`config.mk`:
```
export PLATFORM = sky130hd
export DESIGN_NAME = bus_arbiter_top
export DESIGN_NICKNAME = d
export VERILOG_FILES = /design/src/rtl/arb_pkg.sv /design/src/rtl/arb_sync.sv /design/src/rtl/arb_select.sv /design/src/rtl/grant_pass_cell.sv /design/src/rtl/bus_arbiter_top.sv
export SDC_FILE = /design/constraint.sdc
export NUM_CORES = 1
export LEC_CHECK = 0
export BUFFER_PORTS_ARGS = -buffer_cell sky130_fd_sc_hd__clkbuf_2
export CORE_ASPECT_RATIO = 0.8
export CORE_MARGIN = 2
export CORE_UTILIZATION = 49
export DETAILED_ROUTE_END_ITERATION = 12
export HOLD_SLACK_MARGIN = 0.12
export PLACE_DENSITY = 0.75
export SLEW_MARGIN = 10
export SYNTH_ARGS = -nofsm -noshare
export SYNTH_HDL_FRONTEND = slang
export SYNTH_SLANG_ARGS = --single-unit
```
`constraint.sdc`:
```
create_clock -name clk -period 2.3 [get_ports clk]
set_input_delay 0.46 -clock clk [delete_from_list [all_inputs] [get_ports clk]]
set_output_delay 0.46 -clock clk [all_outputs]
set_load 0.05 [all_outputs]
```
`src/rtl/arb_pkg.sv`:
```
package arb_pkg;
  localparam int LEVELS = 4;
  localparam int LW     = 2;

  typedef enum logic [1:0] {
    MODE_PRIO   = 2'b00,
    MODE_RR     = 2'b01,
    MODE_SINGLE = 2'b10,
    MODE_PRIO2  = 2'b11
  } arb_mode_e;

  typedef enum logic [1:0] {
    ST_IDLE  = 2'b00,
    ST_OFFER = 2'b01,
    ST_HELD  = 2'b10
  } arb_state_e;
endpackage

```
`src/rtl/arb_sync.sv`:
```
module arb_sync #(
  parameter int          W        = 5,
  parameter logic [W-1:0] RST_VAL = '1
) (
  input  logic         clk,
  input  logic         rst,
  input  logic [W-1:0] d,
  output logic [W-1:0] q
);
  logic [W-1:0] stage1;

  always_ff @(posedge clk) begin
    if (rst) begin
      stage1 <= RST_VAL;
      q      <= RST_VAL;
    end else begin
      stage1 <= d;
      q      <= stage1;
    end
  end
endmodule

```
`src/rtl/arb_select.sv`:
```
module arb_select
  import arb_pkg::*;
(
  input  logic [1:0]        mode,
  input  logic [LEVELS-1:0] pend,
  input  logic [LW-1:0]     last,
  output logic              valid,
  output logic [LW-1:0]     lvl
);
  logic [LW-1:0] idx;

  always_comb begin
    valid = 1'b0;
    lvl   = '0;
    idx   = '0;
    case (arb_mode_e'(mode))
      MODE_RR: begin
        for (int k = 1; k <= LEVELS; k++) begin
          idx = last - LW'(k);
          if (!valid && pend[idx]) begin
            valid = 1'b1;
            lvl   = idx;
          end
        end
      end
      MODE_SINGLE: begin
        valid = pend[LEVELS-1];
        lvl   = LW'(LEVELS-1);
      end
      default: begin
        for (int l = 0; l < LEVELS; l++) begin
          if (pend[l]) begin
            valid = 1'b1;
            lvl   = LW'(l);
          end
        end
      end
    endcase
  end
endmodule

```
`src/rtl/grant_pass_cell.sv`:
```
module grant_pass_cell
  import arb_pkg::*;
(
  input  logic [LEVELS-1:0] gin_n,
  input  logic              req_n,
  input  logic [LW-1:0]     lvl,
  output logic [LEVELS-1:0] gout_n,
  output logic              taken
);
  always_comb begin
    taken = 1'b0;
    for (int l = 0; l < LEVELS; l++) begin
      if (!gin_n[l] && !req_n && lvl == LW'(l)) begin
        gout_n[l] = 1'b1;
        taken     = 1'b1;
      end else begin
        gout_n[l] = gin_n[l];
      end
    end
  end
endmodule

```
`src/rtl/bus_arbiter_top.sv`:
```
module bus_arbiter_top
  import arb_pkg::*;
#(
  parameter int SLOTS = 4
) (
  input  logic                 clk,
  input  logic                 rst,
  input  logic [1:0]           mode,
  input  logic [SLOTS-1:0]     slot_req_n,
  input  logic [2*SLOTS-1:0]   slot_lvl,
  input  logic                 bbsy_n,
  output logic [LEVELS-1:0]    bg_n,
  output logic                 bclr_n,
  output logic [SLOTS-1:0]     slot_gnt
);
  localparam int SW = LEVELS + 1;

  logic [LEVELS-1:0] req_line_n;
  logic [LEVELS-1:0] req_s_n;
  logic              bbsy_s_n;
  logic [LEVELS-1:0] pend;
  logic              busy;
  logic              sel_valid;
  logic [LW-1:0]     sel_lvl;
  logic              higher;
  logic              prio_mode;

  arb_state_e        state;
  logic [LW-1:0]     owner;
  logic [LW-1:0]     last;
  logic [LEVELS-1:0] bg_q;
  logic              clr_q;

  logic [LEVELS-1:0] chain_n [SLOTS+1];

  // wired-AND of the slot requests onto the four level lines
  always_comb begin
    req_line_n = '1;
    for (int i = 0; i < SLOTS; i++) begin
      for (int l = 0; l < LEVELS; l++) begin
        if (!slot_req_n[i] && slot_lvl[2*i +: 2] == LW'(l)) req_line_n[l] = 1'b0;
      end
    end
  end

  arb_sync #(.W(SW), .RST_VAL({SW{1'b1}})) u_sync (
    .clk (clk),
    .rst (rst),
    .d   ({bbsy_n, req_line_n}),
    .q   ({bbsy_s_n, req_s_n})
  );

  assign pend      = ~req_s_n;
  assign busy      = ~bbsy_s_n;
  assign prio_mode = (mode == MODE_PRIO) || (mode == MODE_PRIO2);

  arb_select u_sel (
    .mode  (mode),
    .pend  (pend),
    .last  (last),
    .valid (sel_valid),
    .lvl   (sel_lvl)
  );

  always_comb begin
    higher = 1'b0;
    for (int l = 0; l < LEVELS; l++) begin
      if (pend[l] && LW'(l) > owner) higher = 1'b1;
    end
  end

  always_ff @(posedge clk) begin
    if (rst) begin
      state <= ST_IDLE;
      owner <= '0;
      last  <= '0;
      bg_q  <= '1;
      clr_q <= 1'b0;
    end else begin
      clr_q <= (state == ST_HELD) && busy && prio_mode && (clr_q || higher);
      case (state)
        ST_IDLE: begin
          if (sel_valid && !busy) begin
            bg_q  <= ~(LEVELS'(1) << sel_lvl);
            owner <= sel_lvl;
            last  <= sel_lvl;
            state <= ST_OFFER;
          end
        end
        ST_OFFER: begin
          if (busy) begin
            bg_q  <= '1;
            state <= ST_HELD;
          end
        end
        ST_HELD: begin
          if (!busy) state <= ST_IDLE;
        end
        default: state <= ST_IDLE;
      endcase
    end
  end

  assign bg_n   = bg_q;
  assign bclr_n = ~clr_q;

  assign chain_n[0] = bg_q;

  generate
    for (genvar i = 0; i < SLOTS; i++) begin : g_slot
      grant_pass_cell u_cell (
        .gin_n  (chain_n[i]),
        .req_n  (slot_req_n[i]),
        .lvl    (slot_lvl[2*i +: 2]),
        .gout_n (chain_n[i+1]),
        .taken  (slot_gnt[i])
      );
    end
  endgenerate
endmodule

```
==> flow_metrics.tcl, run 1 <==
set metrics [dict create \
    status "finished clean" \
    drtPass1Iterations 4 \
    drive_gt1_share_pct 29.95 \
    h-tree-depth 1 \
    grt_max_degree 18 \
    grt_pass1_vias 1163 \
    diodes 0 \
    grtUsageMet2_pct 34.56 \
    cts.clk_slew.worst_paths_ps 90 \
    power_density_mw_per_mm2 555.0 \
    row_count 17 \
    core_mm2 0.002744 \
    critical_path_required_ps 1840 \
    die_area_mm2 0.003293 \
    synth_cells 161 \
    fillers 254 \
    holdBufCountCts 0 \
    post_dp_cell_area_mm2 0.001555 \
    synth_edf_count 0 \
    clk_path_buf_depth 2 \
    slew_headroom_pct 66.60 \
    finalWeightedCongestion 0.8263 \
    synth_seq_cells 19 \
    grt_pass1_wl_um 5237 \
    finalHoldViolCount 0 \
    power_leakage_nw 0.6317 \
    met3_usage_pct 3.463 \
    slew_viol_final 0 \
    endpoint_kind "primary output" \
    instances_no_fill 225 \
    p_clk_share_pct 18.2 \
    top_usage_layer "met2" \
    finalClockSkew_ps 3.927 \
    hold_depth 2 \
    synth_nets 182 \
    worstRegToRegCells 8 \
    cpMaxStageDelayCell "or3_1" \
    peakVddDrop_uv 307.3 \
    yosysTopAreaCellShare_pct 27.26 \
    root_buffer "clkbuf_4" \
    sw_frac_of_total_pct 36.45 \
    grt_overflow 0 \
    multi_input_area_um2 918.4 \
    intPower_mw 0.5661 \
    die_h_um 51.73 \
    final-seq-area_um2 380.4 \
    combPwrFrac_pct 39.2 \
    synth_cell_types 47 \
    final_util_pct 58.50 \
    worstSetupStartpointType "input port" \
    yosysTopAreaCell "dfxtp_1" \
    ys_top_cells_by_area "dfxtp_1 27%, mux4_2 8.1%, nor3_1 5.0%" \
    post-place-ws_ps 30.92 \
    arrival_ps 1750 \
    pin_count 26 \
    numCtsBuffers 3 \
    dp.cells 220 \
    max_stage_delay_ps 360 \
    synth_seq_area_share_pct 27.26 \
    routedWlPerCell_um 14.23 \
    groute.usage.overall_pct 20.14 \
    antenna_found_initial 0 \
    vias 1292 \
    finalInstanceArea_mm2 0.001605 \
    cp_max_fo 5 \
    synth_area_per_cell_um2 8.665 \
    ys.flop_type "dfxtp_1" \
    crit_type "input port to primary output" \
    cts_tree "done" \
    ys_warn_count 0 \
    fin_nets 209 \
    seq_power_share_pct 42.6 \
    dp_hpwl_um 2461 \
    syn_to_final_growth_pct 15.07 \
    holdCritPathClass "input port to flop" \
    io_buffers 25 \
    clock.fmax_mhz 453.4 \
    finalCritPeriodShare_pct 95.89 \
    critical_path.cell_chain "clkbuf_2, nor3_1, or3_1, nor3_1, a211oi_1, a211oi_1, buf_4" \
    numClockSinks 19 \
    start_util_pct 50.84 \
    clkLatencyLatePin_ps 290 \
    vias_per_cell 5.742 \
    grt_use_met1_pct 25.41 \
    async_flop_share_pct 0 \
    fp.dieW_um 63.66 \
    netlist_area_mm2 0.001395 \
    setup_slack_ps 94.58 \
    wl_um 3202 \
    worst_pin_slew_ps 499.9 \
    drc 0 \
    antenna_left 0 \
    post-route-min-period_ps 2205 \
    p_sw_mw 0.3247 \
    maxCapViolCount 0 \
    setup_viol 0 \
    drt-initial-drc-count 70 \
]
-- path summary, 6_finish.rpt --
check	start	to	slack, ps
max	slot_req_n[0]	slot_gnt[3]	90
min	bbsy_n	u_sync.stage1[4]	340
max reg2reg	last[0]	bg_n[3]	110
min reg2reg	u_sync.stage1[4]	u_sync.q[4]	410
-- synthesized netlist by cell type (all sizes together), types with 2 or more instances --
library cell   n
buf            6
dfxtp         19
nor2           8
a211oi         8
o21ai         11
xnor2          2
nor4           3
nor2b          6
a32oi          2
a31oi          2
clkbuf         5
mux4           5
a21oi          8
mux2i          3
ha             4
nand2          3
nor3b          4
nand3          4
xor2           2
a41oi          2
nand3b         3
inv           12
nand2b         5
or2            6
nor3          14
-- critical path: cells and delay by family --
kind	cells	cell delay, ps
buffers and inverters	2	380
AO/OA/AOI/OAI	2	310
AND/OR/NAND/NOR	3	590
-- placed cells by master (no fill, tap or decap), types with 2 or more instances in the layout --
| master | count |
|---|---|
| xor2_1 | 2 |
| nor2b_1 | 4 |
| dfxtp_1 | 19 |
| xnor2_1 | 2 |
| nand3b_1 | 3 |
| or2_2 | 6 |
| nor3b_1 | 4 |
| o21ai_0 | 6 |
| nor3_1 | 14 |
| ha_1 | 4 |
| nand2_1 | 3 |
| nand2b_1 | 4 |
| mux2i_1 | 3 |
| a32oi_1 | 2 |
| inv_1 | 12 |
| buf_4 | 9 |
| o21ai_1 | 4 |
| nor4_1 | 3 |
| mux4_2 | 5 |
| a211oi_1 | 7 |
| a31oi_1 | 2 |
| a21oi_1 | 8 |
| nand3_1 | 4 |
| clkbuf_4 | 3 |
| nor2_1 | 7 |
| clkbuf_2 | 24 |
-- stage by stage --
stage | total power [mW] | hold WS, ps | TNS [ps]
after global placement | 0.7094 | 390.7 | 0
after global routing | 0.9420 | 351.8 | -6.233
after detailed placement | 0.7219 | 396.8 | 0
final | 0.8909 | 344.8 | 0
after CTS | 0.8855 | 336.7 | 0
after floorplan | 0.6411 | 389.5 | 0
-- final cells by class --
class	count	area share, %
Clock buffer	4	1.637
Inverter	12	2.806
Multi-Input combinational cell	119	57.21
Sequential cell	19	23.69
Tap cell	38	2.962
Timing Repair Buffer	33	11.69
-- logic make-up (layout without fill, tap and decap cells) --
logic type                 after synthesis  in the layout  synth area share [%]
DFF                                     19             19                 27.26
buffers and inverters                   23             49                 7.892
adders and majority gates                4              4                 3.588
muxes                                    9              9                 11.03
and+or+nand+nor                         61             61                 26.37
AOI/OAI and AO/OA                       41             41                 21.35
xor gates and xnor gates                 4              4                 2.512
-- repair_timing --
action,in CTS,in global routing
endpoints found under the setup margin,0,4
gates resized for setup,0,6
buffers inserted,0,1
-- power groups by stage --
| stage | sequential (mW) | clock (mW) | combinational (mW) |
|---|---|---|---|
| after CTS | 0.379 | 0.169 | 0.338 |
| final | 0.380 | 0.162 | 0.350 |
| after global routing | 0.382 | 0.179 | 0.380 |
| after floorplan | 0.402 | 0 | 0.239 |
| after detailed placement | 0.387 | 0 | 0.335 |
| after global placement | 0.385 | 0 | 0.324 |
-- per-layer routing --
metal	share of wire, %	vias to the layer above
met5	0	-
met4	2.0	0
met3	4.0	8
met2	49	40
met1	45	603
li1	-	641
-- registers in the layout, indices dropped and copies added (netlist names) --
name	flops
bg_n	4
last	2
u_sync.stage1	5
u_sync.q	5
state	2
clr_q	1
Note: power is estimated with default switching activity, not from simulation.
==> run 2, diff against run 1 <==
--- a/config.mk
+++ b/config.mk
@@ -15,4 +15,5 @@
 export SLEW_MARGIN = 10
 export SYNTH_ARGS = -nofsm -noshare
 export SYNTH_HDL_FRONTEND = slang
+export SYNTH_HIERARCHICAL = 1
 export SYNTH_SLANG_ARGS = --single-unit
==> run 2 against run 1 <==
Net effect:
- the run now ends with negative setup slack left
- sequential share of layout area is 1.4 points lower
- wire length fell by 7.3%
- highest routed layer unchanged
- setup slack got worse by 270 ps
- critical path type unchanged
- hold slack improved by 14 ps
- clock skew grew 2.3 ps
- synthesized cell count is 8.1% lower
- flip-flop and latch count is the same
==> flow_metrics.tcl, run 2 <==
set metrics [dict create \
    status "complete, but fails checks" \
    violations "negative setup slack" \
    clock.fmax_mhz 404.5 \
    rsz0062_at_grt "yes" \
    holdCritPathClass "input port to flop" \
    die_area_mm2 0.003086 \
    max_stage_delay_ps 490 \
    seq_power_share_pct 47.8 \
    io_buffers 25 \
    vias_per_cell 5.613 \
    final_common_cell "clkbuf_2" \
    dp_hpwl_um 2167 \
    core_mm2 0.002482 \
    h-tree-depth 1 \
    start_util_pct 52.42 \
    worstSetupStartpointType "input port" \
    numCtsBuffers 3 \
    r2r-start "u_sync/q[1]" \
    pin_count 26 \
    slew_viol_final 0 \
    critical_path.cell_chain "clkbuf_8, inv_2, a31o_4, a31o_4, a31o_4, mux4_2, nor2_4, buf_8" \
    p_sw_mw 0.2353 \
    crit_type "input port to primary output" \
    combPwrFrac_pct 30.4 \
    critical_path_required_ps 1840 \
    dp.cells 221 \
    finalHoldViolCount 0 \
    fillers 202 \
    endpoint_kind "primary output" \
    fin_setup_tns_ps -172.3 \
    layout_common_cells "20 x clkbuf_2, 18 x nor2_1, 17 x dfxtp_1, 17 x buf_4, 15 x inv_1" \
    crit_buf_inv 3 \
    syn_to_final_growth_pct 31.83 \
    finalCritPeriodShare_pct 107.5 \
    fp.dieW_um 61.62 \
    row_count 16 \
    cpMostUsedCell "a31o_4" \
    antenna_found_initial 0 \
    power_leakage_nw 0.7198 \
    instances_no_fill 225 \
    finalWeightedCongestion 0.8064 \
    cts_tree "done" \
    routedWlPerCell_um 13.19 \
    groute.usage.overall_pct 21.00 \
    drt-initial-drc-count 39 \
    intPower_mw 0.5223 \
    grt_overflow 0 \
    cts.clk_slew.worst_paths_ps 100 \
    critPathLaunch "slot_req_n[0]" \
    grt_max_degree 22 \
    synth_nets 167 \
    synth_cells 148 \
    antenna_left 0 \
    synth_area_per_cell_um2 8.792 \
    cpMaxStageDelayCell "mux4_2" \
    fin_nets 209 \
    crit_family "compound AO/OA/AOI/OAI gates" \
    diodes 0 \
    drc 0 \
    numClockSinks 19 \
    drive_gt1_share_pct 37.57 \
    wl_um 2968 \
    grt_pass1_wl_um 4995 \
    arrival_ps 2010 \
    clk_path_buf_depth 2 \
    drtPass1Iterations 4 \
    setup_slack_ps -172.3 \
    clkLatencyLatePin_ps 300 \
    cp_max_fo 4 \
    hold_start "bbsy_n" \
    finalClockSkew_ps 6.240 \
    maxCapViolCount 0 \
    peakVddDrop_uv 352.9 \
    sw_frac_of_total_pct 31.06 \
    worst_pin_slew_ps 368.7 \
    p_clk_share_pct 21.9 \
    post-place-ws_ps -301.8 \
    root_buffer "clkbuf_4" \
    ys_warn_count 6 \
    slew_headroom_pct 75.19 \
    setup_viol 1 \
    power_density_mw_per_mm2 441.6 \
    post-route-min-period_ps 2472 \
    die_h_um 50.09 \
    netlist_area_mm2 0.001301 \
    grt_pass1_vias 1198 \
    vias 1263 \
]
## run 2: path summary, 6_finish.rpt
| kind | to | slack [ps] | depth (start not counted) |
|---|---|---|---|
| min reg2reg | u_sync/q[4] | 410 | 1 |
| max | slot_gnt[3] | -170 | 8 |
| max reg2reg | bg_n[3] | 510 | 6 |
| min | u_sync/stage1[4] | 360 | 2 |
## run 2: layout make-up
cell class | instances | area (um^2) | area share (%)
Inverter | 17 | 63.81 | 3.720
Multi-Input combinational cell | 106 | 892.1 | 52.01
Clock buffer | 4 | 26.28 | 1.532
Timing Repair Buffer | 43 | 305.3 | 17.80
Tap cell | 36 | 45.04 | 2.626
Sequential cell | 19 | 382.9 | 22.32
## run 2: power groups by stage
stage / Combinational, mW / Clock, mW / Sequential [mW]
2_1_floorplan: 0.142 / 0 / 0.365
3_3_place_gp: 0.203 / 0 / 0.367
3_5_place_dp: 0.210 / 0 / 0.369
4_1_cts: 0.224 / 0.172 / 0.362
5_1_grt: 0.250 / 0.181 / 0.364
6_report: 0.230 / 0.166 / 0.362
## run 2: repair_timing
| item | in CTS | in global routing |
|---|---|---|
| pin swaps | 2 | 2 |
| setup buffers | 0 | 0 |
| resized for setup | 18 | 8 |
| setup endpoints to repair | 2 | 3 |
| hold buffers | 0 | 0 |
## run 2: metal layers
metal	GRT usage, %	vias to the layer above	wire length, um
li1	-	620	-
met1	28.57	597	1390
met2	32.46	38	1380
met3	6.037	8	134
met4	4.965	0	62
met5	0	-	0
## run 2: through the flow
step | util, % | total power, mW | area, um^2 | hold WS, ps
after floorplan | - | 0.5072 | 1306 | 383.2
after global placement | 63.10 | 0.5706 | 1567 | 387.0
after detailed placement | 63.10 | 0.5788 | 1567 | 394.1
after CTS | 68.45 | 0.7581 | 1699 | 349.5
after global routing | 69.10 | 0.7954 | 1715 | 358.7
final | 69.10 | 0.7575 | 1715 | 358.7
==> run 3, diff against run 2 <==
--- a/config.mk
+++ b/config.mk
@@ -5,15 +5,14 @@
 export SDC_FILE = /design/constraint.sdc
 export NUM_CORES = 1
 export LEC_CHECK = 0
-export BUFFER_PORTS_ARGS = -buffer_cell sky130_fd_sc_hd__clkbuf_2
 export CORE_ASPECT_RATIO = 0.8
 export CORE_MARGIN = 2
-export CORE_UTILIZATION = 49
+export CORE_UTILIZATION = 56
 export DETAILED_ROUTE_END_ITERATION = 12
+export DONT_BUFFER_PORTS = 1
 export HOLD_SLACK_MARGIN = 0.12
-export PLACE_DENSITY = 0.75
+export PLACE_DENSITY = 0.74
 export SLEW_MARGIN = 10
 export SYNTH_ARGS = -nofsm -noshare
 export SYNTH_HDL_FRONTEND = slang
-export SYNTH_HIERARCHICAL = 1
 export SYNTH_SLANG_ARGS = --single-unit
==> run 3 against run 2 <==
Net effect:
- the flow now finishes without violations
- clock power is 6% higher
- wire length is 7.4% higher
- hold slack worse by 150 ps
- sequential power is 5% higher
- maximum frequency is 15% higher
- via count is 2.1% lower
- register-to-register slack worse by 360 ps
- die area is 5.7% lower
- sequential share of layout area is 3.3 points higher
- clock skew is 4.3 ps lower
- critical endpoint is now last[0]
==> flow_metrics.tcl, run 3 (synthesis gave the netlist of run 1 again) <==
set metrics [dict create \
    grt_pass1_vias 1183 \
    cp_max_fo 5 \
    row_count 16 \
    setup_viol 0 \
    pin_count 26 \
    worstSetupStartpointType "flop" \
    peakVddDrop_uv 451.3 \
    antenna_left 0 \
    grt_pass1_wl_um 5375 \
    finalHoldViolCount 0 \
    drc 0 \
    die_h_um 48.64 \
    clock.fmax_mhz 465.5 \
    io_buffers 0 \
    fin_setup_tns_ps 0 \
    holdCritPathClass "input port to flop" \
    routedWlPerCell_um 16.69 \
    syn_to_final_growth_pct 6.278 \
    fp.dieW_um 59.81 \
    drive_gt1_share_pct 21.95 \
    ctsResizeCount 0 \
    start_util_pct 58.07 \
    worst_pin_slew_ps 560.7 \
    slew_viol_final 0 \
    drtPass1Iterations 5 \
    diodes 0 \
    finalClockSkew_ps 1.972 \
    slew_headroom_pct 62.54 \
    layout_common_cells "19 x dfxtp_1, 14 x nor3_1, 12 x inv_1" \
    clkLatencyLatePin_ps 300 \
    numCtsBuffers 3 \
    crit_type "flop to flop" \
    cts_tree "done" \
    vias_per_cell 6.476 \
    endpoint_kind "flop" \
    finalInstanceArea_mm2 0.001483 \
    cts.clk_slew.worst_paths_ps 110 \
    grt_max_degree 18 \
    die_area_mm2 0.002909 \
    clk_path_buf_depth 2 \
    drt-initial-drc-count 76 \
    hold_slack_ps 211.7 \
    maxCapViolCount 0 \
    power_leakage_nw 0.5365 \
    numClockSinks 19 \
    root_buffer "clkbuf_4" \
    fin_nets 186 \
    groute.usage.overall_pct 23.92 \
    final_common_cell "dfxtp_1" \
    post_dp_cell_area_mm2 0.001449 \
    dp_hpwl_um 2453 \
    vias 1237 \
    finalWeightedCongestion 0.8927 \
    post-route-min-period_ps 2148 \
    holdBufCountCts 0 \
    core_mm2 0.002402 \
    h-tree-depth 1 \
    grt_overflow 0 \
    antenna_found_initial 0 \
    fillers 213 \
    critical_path_required_ps 2530 \
    status "finished clean" \
    arrival_ps 2370 \
    setup_slack_ps 151.7 \
    post-place-ws_ps 202.8 \
    power_density_mw_per_mm2 585.0 \
    finalCritPeriodShare_pct 93.40 \
    post_cts_buffers 0 \
    wl_um 3188 \
]
run 3: area by class of cell:
type | count | area [um^2] | share of cell area (%)
clock buffers | 3 | 22.52 | 1.519
flip-flops and latches | 19 | 380.4 | 25.65
inverters | 12 | 45.04 | 3.038
repair buffers | 10 | 75.07 | 5.063
clock inverters | 1 | 7.507 | 0.5063
multi-input cells | 119 | 918.4 | 61.94
well taps | 27 | 33.78 | 2.278
run 3: worst paths after layout:
| check | from | endpoint | slack [ps] | cells past startpoint |
|---|---|---|---|---|
| setup reg to reg | last[0] | last[0] | 150 | 8 |
| setup / recovery | last[0] | last[0] | 150 | 8 |
| hold / removal | rst | last[0] | 210 | 1 |
| hold reg to reg | u_sync.stage1[4] | u_sync.q[4] | 420 | 1 |
run 3: metrics by stage:
step           util [%]  power, mW  std cells
3_5_place_dp      60.31     0.6903        187
6_report          61.72     0.8674        191
5_1_grt           61.72     0.9237        191
3_3_place_gp      60.31     0.6808        187
2_1_floorplan         -     0.6411        161
4_1_cts           61.56     0.8701        191
run 3: worst max-delay path, cell delays in order (launching register included):
cell and delay, ps:
dfxtp_1 350, inv_1 90, ha_1 370, mux4_2 380
nand2b_4 170, nand3_1 100, a41oi_2 200, nor2b_4 190
a211oi_2 220
run 3: power by group:
part           switching [mW]  internal (mW)
registers              0.0261          0.353
logic                   0.178          0.134
clock network           0.109         0.0664
run 3: metal layers:
layer	track usage [%]	vias up	share of wire, %
li1	-	598	-
met1	33.56	592	47
met2	35.51	38	45
met3	6.684	9	6.5
met4	7.037	0	1.4
met5	0	-	0
